[config.mk]
export PLATFORM = sky130hd
export DESIGN_NAME = int_addflag_unit
export DESIGN_NICKNAME = d
export VERILOG_FILES = /design/src/rtl/iau_pkg.sv /design/src/rtl/iau_opnd_sel.sv /design/src/rtl/iau_arith.sv /design/src/rtl/iau_flags.sv /design/src/rtl/int_addflag_unit.sv
export SDC_FILE = /design/constraint.sdc
export NUM_CORES = 1
export LEC_CHECK = 0
export BUFFER_PORTS_ARGS = -buffer_cell sky130_fd_sc_hd__buf_2
export CAP_MARGIN = 30
export CORE_ASPECT_RATIO = 1.4
export CORE_MARGIN = 3
export CORE_UTILIZATION = 50
export CTS_CLUSTER_DIAMETER = 30
export DETAILED_ROUTE_END_ITERATION = 6
export PLACE_DENSITY = 0.72
export SYNTH_ARGS = -nofsm -noshare
export SYNTH_HDL_FRONTEND = slang
export SYNTH_SLANG_ARGS = --single-unit
[constraint.sdc]
create_clock -name clk -period 5.5 [get_ports clk]
set_input_delay 0.275 -clock clk [delete_from_list [all_inputs] [get_ports clk]]
set_output_delay 0.275 -clock clk [all_outputs]
set_load 0.03 [all_outputs]
[src/rtl/iau_pkg.sv]
package iau_pkg;
  localparam int unsigned DATA_W = 32;
  localparam int unsigned IMM_W  = 16;
  localparam int unsigned CR_W   = 4;

  typedef logic [DATA_W-1:0] word_t;

  typedef enum logic [3:0] {
    OP_ADD         = 4'd0,
    OP_ADD_CY      = 4'd1,
    OP_ADD_EXT     = 4'd2,
    OP_ADD_M1      = 4'd3,
    OP_ADD_Z       = 4'd4,
    OP_ADD_IMM     = 4'd5,
    OP_ADD_IMM_CY  = 4'd6,
    OP_ADD_IMM_CYR = 4'd7,
    OP_ADD_IMM_HI  = 4'd8,
    OP_ABS         = 4'd9,
    OP_DIFZ        = 4'd10,
    OP_DIFZ_IMM    = 4'd11,
    OP_RSV12       = 4'd12,
    OP_RSV13       = 4'd13,
    OP_RSV14       = 4'd14,
    OP_RSV15       = 4'd15
  } op_e;

  typedef struct packed {
    logic  cout;
    word_t sum;
  } sum_t;

  // Full add with carry-in; the extra top bit carries out.
  function automatic sum_t add_cin(word_t a, word_t b, logic cin);
    logic [DATA_W:0] t;
    t = {1'b0, a} + {1'b0, b} + {{DATA_W{1'b0}}, cin};
    return sum_t'(t);
  endfunction

  // Signed overflow of a + b (+cin): equal operand signs, differing sum sign.
  function automatic logic add_ovf(word_t a, word_t b, word_t s);
    return (a[DATA_W-1] == b[DATA_W-1]) && (s[DATA_W-1] != a[DATA_W-1]);
  endfunction

  function automatic word_t sext_imm(logic [IMM_W-1:0] i);
    return word_t'({{(DATA_W-IMM_W){i[IMM_W-1]}}, i});
  endfunction

  function automatic word_t shift_imm(logic [IMM_W-1:0] i);
    return word_t'({i, {(DATA_W-IMM_W){1'b0}}});
  endfunction

  // {LT, GT, EQ, SO} from a signed compare of r with zero.
  function automatic logic [CR_W-1:0] cr_of(word_t r, logic so);
    logic zero;
    zero = (r == '0);
    return {r[DATA_W-1], !r[DATA_W-1] && !zero, zero, so};
  endfunction

  function automatic logic is_reg_form(op_e op);
    return op inside {OP_ADD, OP_ADD_CY, OP_ADD_EXT, OP_ADD_M1, OP_ADD_Z,
                      OP_ABS, OP_DIFZ};
  endfunction

  function automatic logic writes_ca(op_e op);
    return op inside {OP_ADD_CY, OP_ADD_EXT, OP_ADD_M1, OP_ADD_Z,
                      OP_ADD_IMM_CY, OP_ADD_IMM_CYR};
  endfunction

  function automatic logic is_imm_add(op_e op);
    return op inside {OP_ADD_IMM, OP_ADD_IMM_CY, OP_ADD_IMM_CYR, OP_ADD_IMM_HI};
  endfunction
endpackage

[src/rtl/iau_opnd_sel.sv]
module iau_opnd_sel
  import iau_pkg::*;
(
  input  op_e              op,
  input  word_t            src_a,
  input  word_t            src_b,
  input  logic             a_zero,
  input  logic [IMM_W-1:0] imm,
  input  logic             ca_cur,
  input  logic             ovf_en,
  input  logic             rec_en,
  output word_t            a_eff,
  output word_t            y_eff,
  output logic             cin,
  output logic             ca_we,
  output logic             ov_we,
  output logic             cr_we
);
  always_comb begin
    a_eff = (is_imm_add(op) && a_zero) ? '0 : src_a;
    y_eff = '0;
    cin   = 1'b0;
    unique case (op)
      OP_ADD, OP_ADD_CY:                        y_eff = src_b;
      OP_ADD_EXT:    begin y_eff = src_b;       cin = ca_cur; end
      OP_ADD_M1:     begin y_eff = '1;          cin = ca_cur; end
      OP_ADD_Z:      begin y_eff = '0;          cin = ca_cur; end
      OP_ADD_IMM, OP_ADD_IMM_CY, OP_ADD_IMM_CYR: y_eff = sext_imm(imm);
      OP_ADD_IMM_HI:                            y_eff = shift_imm(imm);
      OP_DIFZ:                                  y_eff = src_b;
      OP_DIFZ_IMM:                              y_eff = sext_imm(imm);
      default:                                  y_eff = '0;
    endcase
  end

  assign ca_we = writes_ca(op);
  assign ov_we = ovf_en && is_reg_form(op);
  assign cr_we = (rec_en && is_reg_form(op)) || (op == OP_ADD_IMM_CYR);
endmodule

[src/rtl/iau_arith.sv]
module iau_arith
  import iau_pkg::*;
(
  input  op_e   op,
  input  word_t a_eff,
  input  word_t y_eff,
  input  logic  cin,
  output word_t res,
  output logic  cout,
  output logic  ovf
);
  localparam word_t MOST_NEG = word_t'(1) << (DATA_W-1);

  sum_t  sum_c;
  word_t neg_a;
  word_t diff;
  logic  a_gt_y;
  logic  diff_ovf;

  assign sum_c    = add_cin(a_eff, y_eff, cin);
  assign neg_a    = ~a_eff + word_t'(1);
  assign diff     = ~a_eff + y_eff + word_t'(1);
  assign a_gt_y   = $signed(a_eff) > $signed(y_eff);
  // y - a overflows when signs differ and the difference leaves y's sign.
  assign diff_ovf = (a_eff[DATA_W-1] != y_eff[DATA_W-1]) &&
                    (diff[DATA_W-1] != y_eff[DATA_W-1]);

  always_comb begin
    res  = '0;
    cout = 1'b0;
    ovf  = 1'b0;
    unique case (op)
      OP_ADD, OP_ADD_CY, OP_ADD_EXT, OP_ADD_M1, OP_ADD_Z,
      OP_ADD_IMM, OP_ADD_IMM_CY, OP_ADD_IMM_CYR, OP_ADD_IMM_HI: begin
        res  = sum_c.sum;
        cout = sum_c.cout;
        ovf  = add_ovf(a_eff, y_eff, sum_c.sum);
      end
      OP_ABS: begin
        res = a_eff[DATA_W-1] ? neg_a : a_eff;
        ovf = (a_eff == MOST_NEG);
      end
      OP_DIFZ, OP_DIFZ_IMM: begin
        res = a_gt_y ? '0 : diff;
        ovf = a_gt_y ? 1'b0 : diff_ovf;
      end
      default: begin
        res  = '0;
        cout = 1'b0;
        ovf  = 1'b0;
      end
    endcase
  end
endmodule

[src/rtl/iau_flags.sv]
module iau_flags
  import iau_pkg::*;
(
  input  logic            clk,
  input  logic            rst_n,
  input  logic            fire,
  input  logic            xer_wr_en,
  input  logic [2:0]      xer_wr_data,
  input  logic            ca_we,
  input  logic            ca_new,
  input  logic            ov_we,
  input  logic            ov_new,
  input  logic            cr_we,
  input  word_t           res_new,
  output logic            ca_q,
  output logic            ov_q,
  output logic            so_q,
  output logic [CR_W-1:0] cr_q
);
  logic so_next;
  assign so_next = so_q | (ov_we & ov_new);

  always_ff @(posedge clk) begin
    if (!rst_n) begin
      ca_q <= 1'b0;
      ov_q <= 1'b0;
      so_q <= 1'b0;
      cr_q <= '0;
    end else if (xer_wr_en) begin
      so_q <= xer_wr_data[2];
      ov_q <= xer_wr_data[1];
      ca_q <= xer_wr_data[0];
    end else if (fire) begin
      if (ca_we) ca_q <= ca_new;
      if (ov_we) ov_q <= ov_new;
      so_q <= so_next;
      if (cr_we) cr_q <= cr_of(res_new, so_next);
    end
  end

  AST_SO_STICKY: assert property (@(posedge clk) disable iff (!rst_n)
    (so_q && !xer_wr_en) |=> so_q);
  AST_OV_SETS_SO: assert property (@(posedge clk) disable iff (!rst_n)
    (fire && ov_we && ov_new) |=> (so_q && ov_q));
  AST_CA_HOLD: assert property (@(posedge clk) disable iff (!rst_n)
    (fire && !ca_we) |=> $stable(ca_q));
  AST_CR_ONE_REL: assert property (@(posedge clk) disable iff (!rst_n)
    (fire && cr_we) |=> ($countones(cr_q[CR_W-1:1]) == 1));
  AST_CR_SO_COPY: assert property (@(posedge clk) disable iff (!rst_n)
    (fire && cr_we) |=> (cr_q[0] == so_q));
  AST_XER_LOAD: assert property (@(posedge clk) disable iff (!rst_n)
    xer_wr_en |=> ({so_q, ov_q, ca_q} == $past(xer_wr_data)));
endmodule

[src/rtl/int_addflag_unit.sv]
module int_addflag_unit
  import iau_pkg::*;
(
  input  logic                   clk,
  input  logic                   rst_n,
  input  logic                   issue_valid,
  input  logic [3:0]             op_sel,
  input  logic [DATA_W-1:0]      opnd_a,
  input  logic [DATA_W-1:0]      opnd_b,
  input  logic                   a_sel_zero,
  input  logic [IMM_W-1:0]       imm,
  input  logic                   ovf_en,
  input  logic                   rec_en,
  input  logic                   xer_wr_en,
  input  logic [2:0]             xer_wr_data,
  output logic [DATA_W-1:0]      res_out,
  output logic                   res_valid,
  output logic                   ca_flag,
  output logic                   ov_flag,
  output logic                   so_flag,
  output logic [CR_W-1:0]        cond_fld
);
  localparam word_t MOST_NEG = word_t'(1) << (DATA_W-1);

  op_e   op_c;
  word_t a_eff, y_eff, res_c;
  logic  cin, ca_we, ov_we, cr_we, cout_c, ovf_c;
  logic  fire;

  assign op_c = op_e'(op_sel);
  assign fire = issue_valid && !xer_wr_en;

  iau_opnd_sel u_sel (
    .op     (op_c),
    .src_a  (opnd_a),
    .src_b  (opnd_b),
    .a_zero (a_sel_zero),
    .imm    (imm),
    .ca_cur (ca_flag),
    .ovf_en (ovf_en),
    .rec_en (rec_en),
    .a_eff  (a_eff),
    .y_eff  (y_eff),
    .cin    (cin),
    .ca_we  (ca_we),
    .ov_we  (ov_we),
    .cr_we  (cr_we)
  );

  iau_arith u_arith (
    .op    (op_c),
    .a_eff (a_eff),
    .y_eff (y_eff),
    .cin   (cin),
    .res   (res_c),
    .cout  (cout_c),
    .ovf   (ovf_c)
  );

  iau_flags u_flags (
    .clk         (clk),
    .rst_n       (rst_n),
    .fire        (fire),
    .xer_wr_en   (xer_wr_en),
    .xer_wr_data (xer_wr_data),
    .ca_we       (ca_we),
    .ca_new      (cout_c),
    .ov_we       (ov_we),
    .ov_new      (ovf_c),
    .cr_we       (cr_we),
    .res_new     (res_c),
    .ca_q        (ca_flag),
    .ov_q        (ov_flag),
    .so_q        (so_flag),
    .cr_q        (cond_fld)
  );

  always_ff @(posedge clk) begin
    if (!rst_n) begin
      res_out   <= '0;
      res_valid <= 1'b0;
    end else begin
      res_valid <= fire;
      if (fire) res_out <= res_c;
    end
  end

  AST_VALID_PULSE: assert property (@(posedge clk) disable iff (!rst_n)
    (issue_valid && !xer_wr_en) |=> res_valid);
  AST_DROP_ON_LOAD: assert property (@(posedge clk) disable iff (!rst_n)
    xer_wr_en |=> (!res_valid && $stable(res_out)));
  AST_ABS_NONNEG: assert property (@(posedge clk) disable iff (!rst_n)
    (fire && op_c == OP_ABS && opnd_a != MOST_NEG) |=> !res_out[DATA_W-1]);
  AST_DIFZ_FLOOR: assert property (@(posedge clk) disable iff (!rst_n)
    (fire && op_c == OP_DIFZ && $signed(opnd_a) > $signed(opnd_b))
      |=> (res_out == '0));
endmodule

; Word level (Yosys, flattened, before mapping)
; Index checks and enable logic that the tools add are counted.
; W data, S select, Z words.
[word_totals]
inputBits = 94
reg_bits = 40
output_inout_bits = 40
[classes]
n_addsub = 5
bitwise = 4
n_eq_ne = 16
n_mux = 17
reduce_logical = 27
magnitude_cmp = 1
[op_table]
columns = op, n
row1 = $pmux W32 S4, 1
row2 = $mux W32, 3
row3 = $pmux W32 S3, 1
row4 = $add A32 B1 Y32 const B, 2
row5 = $add A32 B32 Y33, 1
row6 = $add A33 B1 Y33, 1
row7 = $add A32 B32 Y32, 1
row8 = $eq A32 B32 Y1 const B, 1
row9 = $gt A32 B32 Y1, 1
row10 = $logic_not A32 Y1, 1
row11 = $not A32 Y32, 1
row12 = $eq A4 B3 Y1 const B, 4
row13 = $eq A4 B4 Y1 const B, 4
row14 = $mux W1, 11
row15 = $reduce_or A9 Y1, 1
row16 = $eq A4 B2 Y1 const B, 2
row17 = $reduce_or A4 Y1, 2
row18 = $logic_and A1 B1 Y1, 7
row19 = $reduce_bool A7 Y1, 1
row20 = $reduce_bool A2 Y1, 3
row21 = $reduce_bool A6 Y1, 1
row22 = $eq A4 B1 Y1 const B, 1
row23 = $logic_not A4 Y1, 1
row24 = $reduce_and A2 Y1, 2
row25 = 12 further kinds, 16

; Logic depth before layout (Yosys ltp)
[depth]
word_depth = 15
ltp_mapped = 24
ltp_nobuf = 20

; Modules after synthesis
; Synthesis repeated with hierarchy kept, for this count alone.
[hier_totals]
cells_unflattened = 1195
area_unflattened_um2 = 8486.9
[modules_own_cells]
columns = module, area_each_um2, cells_each, instances
row1 = iau_arith, 5442.7, 843, 1
row2 = int_addflag_unit, 1362.6, 142, 1
row3 = iau_opnd_sel, 1291.2, 164, 1
row4 = iau_flags, 390.4, 46, 1

; Least setup slack after synthesis
; Ideal clock, no wire load.
[synth_path]
path_kind = input port to flip-flop
start = input port op_sel[0]
end = register u_flags.cr_q[2]
cell_stages = 20
setup_ns = 0.141
setup_slack_ns = 0.446
arrival_ns = 4.913
path_buffers = 3
path_cell_list = buf_2 -> buf_1 -> buf_1 -> mux2i_1 -> o22a_1 -> inv_1 -> fa_1 -> fa_1 -> nand2b_1 -> a221oi_1 -> o311a_1 -> or3_1 -> nand3_1 -> inv_1 -> a2111oi_0 -> o21ai_0 -> nor4_1 -> nand4b_1 -> nor4bb_2 -> o22ai_1
[synth_between]
elab_chain_cells = 12
word_cells_on_any_way = 40
cone_classes = add/sub: 5 / order compare: 1 / eq/ne: 11 / mux: 6 / bitwise: 1 / reduce/logical: 16
[synth_lines]
columns = element, line
row1 = "start, declared", int_addflag_unit.sv:7  ; input logic [3:0] op_sel,
row2 = $eq A4 B3 Y1 (tied with other cells), "iau_pkg.sv:70, iau_opnd_sel.sv:23, iau_arith.sv:32"
row3 = $reduce_bool A4 Y1, iau_pkg.sv:70  ; return op inside {OP_ADD_IMM, OP_ADD_IMM_CY, OP_ADD_IMM_CYR, OP_ADD_IMM_HI};
row4 = $logic_and A1 B1 Y1, iau_opnd_sel.sv:20  ; a_eff = (is_imm_add(op) && a_zero) ? '0 : src_a;
row5 = $mux W32, iau_opnd_sel.sv:20
row6 = $not A32 Y32, "iau_arith.sv:21, iau_arith.sv:22"
row7 = $add A32 B32 Y32, iau_arith.sv:22  ; assign diff = ~a_eff + y_eff + word_t'(1);
row8 = $add A32 B1 Y32, iau_arith.sv:22
row9 = $mux W32, iau_arith.sv:44  ; res = a_gt_y ? '0 : diff;
row10 = $pmux W32 S3, iau_arith.sv:32  ; unique case (op)
row11 = $logic_not A32 Y1, iau_pkg.sv:55  ; zero = (r == '0);
row12 = $logic_not A1 Y1, iau_pkg.sv:56  ; return {r[DATA_W-1], !r[DATA_W-1] && !zero, zero, so};
row13 = $logic_and A1 B1 Y1, iau_pkg.sv:56
row14 = "end signal, assigned", iau_flags.sv:37  ; if (cr_we) cr_q <= cr_of(res_new, so_next);
row15 = "end, declared", iau_flags.sv:18  ; output logic [CR_W-1:0] cr_q
; Several ways; a longest one is shown, not always the timed one.
; A chain may end at the register's enable or synchronous reset.

; Worst setup path in the final report
[layout_path]
start = input port op_sel[1]
end = register u_flags.cr_q[2]
; The elaborated chain is that of the path after synthesis.

==> impl_metrics.py <==
metrics = {
    "pwr": {
        "seqPwrFrac_pct": 15.1,
        "power.leakage_nw": 4.78,
        "swShare_pct": 50.1,
        "p_comb_share_pct": 67.8,
        "irDropWorstVdd_mv": 0.132,
        "power.switching_mw": 1.07,
        "p_int_mw": 1.06,
        "pwr-share-clk_pct": 17.2,
        "p_total_mw": 2.13,
        "power.density_mw_per_mm2": 212,
    },
    "worst_setup_path": {
        "crit_path_end_kind": "register",
        "required_ns": 5.65,
        "crit_family": "compound AO/OA/AOI/OAI gates",
        "criticalPathCategory": "in -> reg",
        "rr_worst_depth": 17,
        "reg2reg_slack_ns": 0.98,
        "cp.arrival_ns": 5.35,
        "cp_slowest_cell": "fa_1",
        "max_stage_delay_ns": 0.50,
        "r2r_start": "u_flags.ca_q",
        "crit_chain": "buf_2, or2_1, a21o_1, nand2_1, buf_6, and2_1, inv_1, fa_1, a211o_1, a21oi_2, o221a_2, nor3_1, o211a_1, a221o_1, o31ai_2, o221ai_1, a22oi_1, nand4bb_1, nor4bb_4, o22ai_1",
        "cp-start-kind": "primary input",
        "critical_path.max_fanout": 30,
        "r2r-end": "u_flags.cr_q[2]",
        "worst-path-buf-inv": 3,
    },
    "logic_synthesis": {
        "synth-seq-area-share_pct": 9.19,
        "avgSynthCellArea_um2": 7.01,
        "synth.most_common_cell": "nand2_1",
        "ys_seq_elements": 40,
        "synthSimpleGateAreaFrac_pct": 24.0,
        "synth_top_family_by_area": "compound AO/OA/AOI/OAI gates",
        "ys_warn_count": 0,
        "syn_area_mm2": 0.00871,
        "synth_edf_count": 0,
        "synth_nets": 1436,
        "synthTopCellsByArea": "ha_1, dfxtp_1, a21oi_1",
        "muxShareOfSynthArea_pct": 2.89,
        "syn_inst": 1244,
        "synth_common_cells": "nand2_1, nor2_1, inv_1, a21oi_1, ha_1",
        "synthArstFlopShare_pct": 0,
        "ys_types": 98,
        "synth-compound-area-share_pct": 35.3,
        "synthFlopType": "dfxtp_1",
        "synth_xor_area_share_pct": 4.82,
        "yosys.area.top_type": "ha_1",
        "synth_top_cell_area_share_pct": 13.6,
        "post_synth_fa_ha_maj_area_fraction_pct": 14.3,
    },
    "hold_path": {
        "hp-start": "xer_wr_data[0]",
        "holdPathEnd": "u_flags.ca_q",
        "whs_path_depth": 3,
        "hp-class": "in -> reg",
    },
    "clocking": {
        "ctsResizeCount": 0,
        "cts.clk_slew.worst_paths_ns": 0.07,
        "cts_tree": "yes",
        "cts_setup_buffers": 0,
        "clkSinkCount": 40,
        "root_buffer": "clkbuf_16",
        "insertion_delay_ns": 0.30,
        "numCtsBuffers": 5,
        "cts_buffer_depth": 2,
        "ctsHoldBuffers": 0,
        "htreeDepth": 2,
    },
    "routing": {
        "drt-total-wl_um": 37000,
        "drt_iter0_drc": 1158,
        "drt-pass1-iter-count": 7,
        "viasPerCell": 6.51,
        "ant_nets": 0,
        "drt-wirelength-per-cell_um": 22.9,
        "num_vias": 10500,
        "drc_errors": 0,
    },
    "timing": {
        "max_freq_mhz": 192,
        "hold_viol": 0,
        "relSlewSlack_pct": 48.7,
        "setup_viol": 0,
        "rsz0062_at_grt": "false",
        "final_max_slew_viol_count": 0,
        "max_slew.worst_pin.slew_ns": 0.770,
        "finalClockSkew_ns": 0.00235,
        "period_share_pct": 94.5,
        "period_needed_ns": 5.20,
    },
    "cells_and_area": {
        "layout-drive-gt1-share_pct": 19.8,
        "nNetsFinal": 1574,
        "instances_no_fill": 1615,
        "area_growth_pct": 15.4,
        "fillers": 1713,
        "diodes": 0,
    },
    "floorplanning": {
        "coreArea_mm2": 0.0170,
        "start_util_pct": 51.4,
        "die-area_mm2": 0.0191,
        "chipHeight_um": 162,
        "row_count": 56,
        "io_pins": 134,
        "die_x_um": 118,
    },
    "flow_run": {
        "max_cap_viol_count": 0,
    },
    "grt": {
        "grt_pass1_vias": 10100,
        "grt_pass1_wl_um": 56400,
        "grt_max_degree": 56,
        "grt_usage_pct": 37.4,
        "grt_overflow": 0,
        "antenna_found_initial": 1,
    },
    "placement": {
        "dp_cells": 1607,
        "hpwlAfterDp_um": 30300,
        "port_buffers": 133,
        "finalWeightedCongestion": 1.12,
    },
    "outcome": {
        "status": "completed",
    },
}
==> worst reg2reg max path, delay by kind of cell (launching register included) <==
family / cells / cell delay [ns]
AOI/OAI and AO/OA: 9 / 1.84
adders and majority gates: 2 / 0.87
buffers and inverters: 1 / 0.18
DFF: 1 / 0.35
and+or+nand+nor: 5 / 1.11
==> worst max path at each step <==
stage	startpoint	endpoint	slack (ns)	cells after the start
2_1_floorplan	op_sel[0]	u_flags.cr_q[2]	0.45	20
3_3_place_gp	op_sel[0]	u_flags.cr_q[2]	-0.25	20
3_5_place_dp	op_sel[0]	u_flags.cr_q[2]	-0.26	20
4_1_cts	op_sel[0]	u_flags.cr_q[2]	0.06	20
5_1_grt	op_sel[0]	u_flags.cr_q[2]	0.02	20
6_report	op_sel[1]	u_flags.cr_q[2]	0.30	20
==> logic make-up after synthesis <==
logic type      after synthesis
buf+inv                     182
mux                          25
simple gates                418
fa+ha+maj                    98
compound gates              433
xor+xnor                     48
flops                        40
==> power groups by stage <==
stage	sequential, mW	combinational (mW)	clock (mW)
finish	0.321	1.44	0.365
global route	0.323	1.55	0.373
CTS	0.321	1.40	0.368
detailed placement	0.327	1.39	0
global placement	0.327	1.39	0
floorplan	0.369	0.904	0
==> state kept, by name, indices dropped and copies added (netlist names) <==
register,count
res_out,32
u_flags.cr_q,4
res_valid,1
u_flags.ca_q,1
u_flags.ov_q,1
u_flags.so_q,1
==> layout make-up <==
cell class	count	area, µm²	share of cell area (%)
clock buffers	5	125	1.24
clock inverters	3	46.3	0.460
inverters	107	402	3.99
multi-input cells	1022	7160	71.2
flip-flops and latches	40	801	7.96
well taps	232	290	2.89
repair buffers	206	1230	12.3
==> metrics by stage <==
step	worst slack [ns]	TNS, ns	instance area (µm²)	utilization [%]	hold WS [ns]
3_3_place_gp	-0.249	-0.482	9820	57.9	0.446
5_1_grt	0.0211	0	10100	59.3	0.261
2_1_floorplan	0.446	0	8710	-	0.404
6_report	0.303	0	10100	59.3	0.231
4_1_cts	0.0622	0	10000	59.0	0.229
3_5_place_dp	-0.264	-0.497	9830	58.0	0.455
==> layout by cell type, fill, tap and decap left out, types with 15 or more instances in the layout <==
cell and n:
mux2i_1 24, nor3_1 36, buf_4 70, dfxtp_1 40
buf_2 133, ha_1 95, xnor2_1 26, a211oi_1 28
nor2b_1 15, xor2_1 22, nor2_1 112, a21o_1 15
nand3_1 21, a21oi_1 98, nand2_1 129, nand2b_1 20
a222oi_1 15, inv_1 105, a221oi_1 19, a31oi_1 19
o22a_1 16, o21ai_0 68
==> per-layer routing <==
metal / part of all wire [%] / GRT usage (%) / vias to the layer above
met3: 7.4 / 5.29 / 174
met1: 36 / 41.5 / 4877
met4: 8.6 / 27.4 / 2
met5: 0.035 / 0 / -
li1: - / - / 4854
met2: 48 / 65.2 / 614
Power figures use the tool's default switching activity.
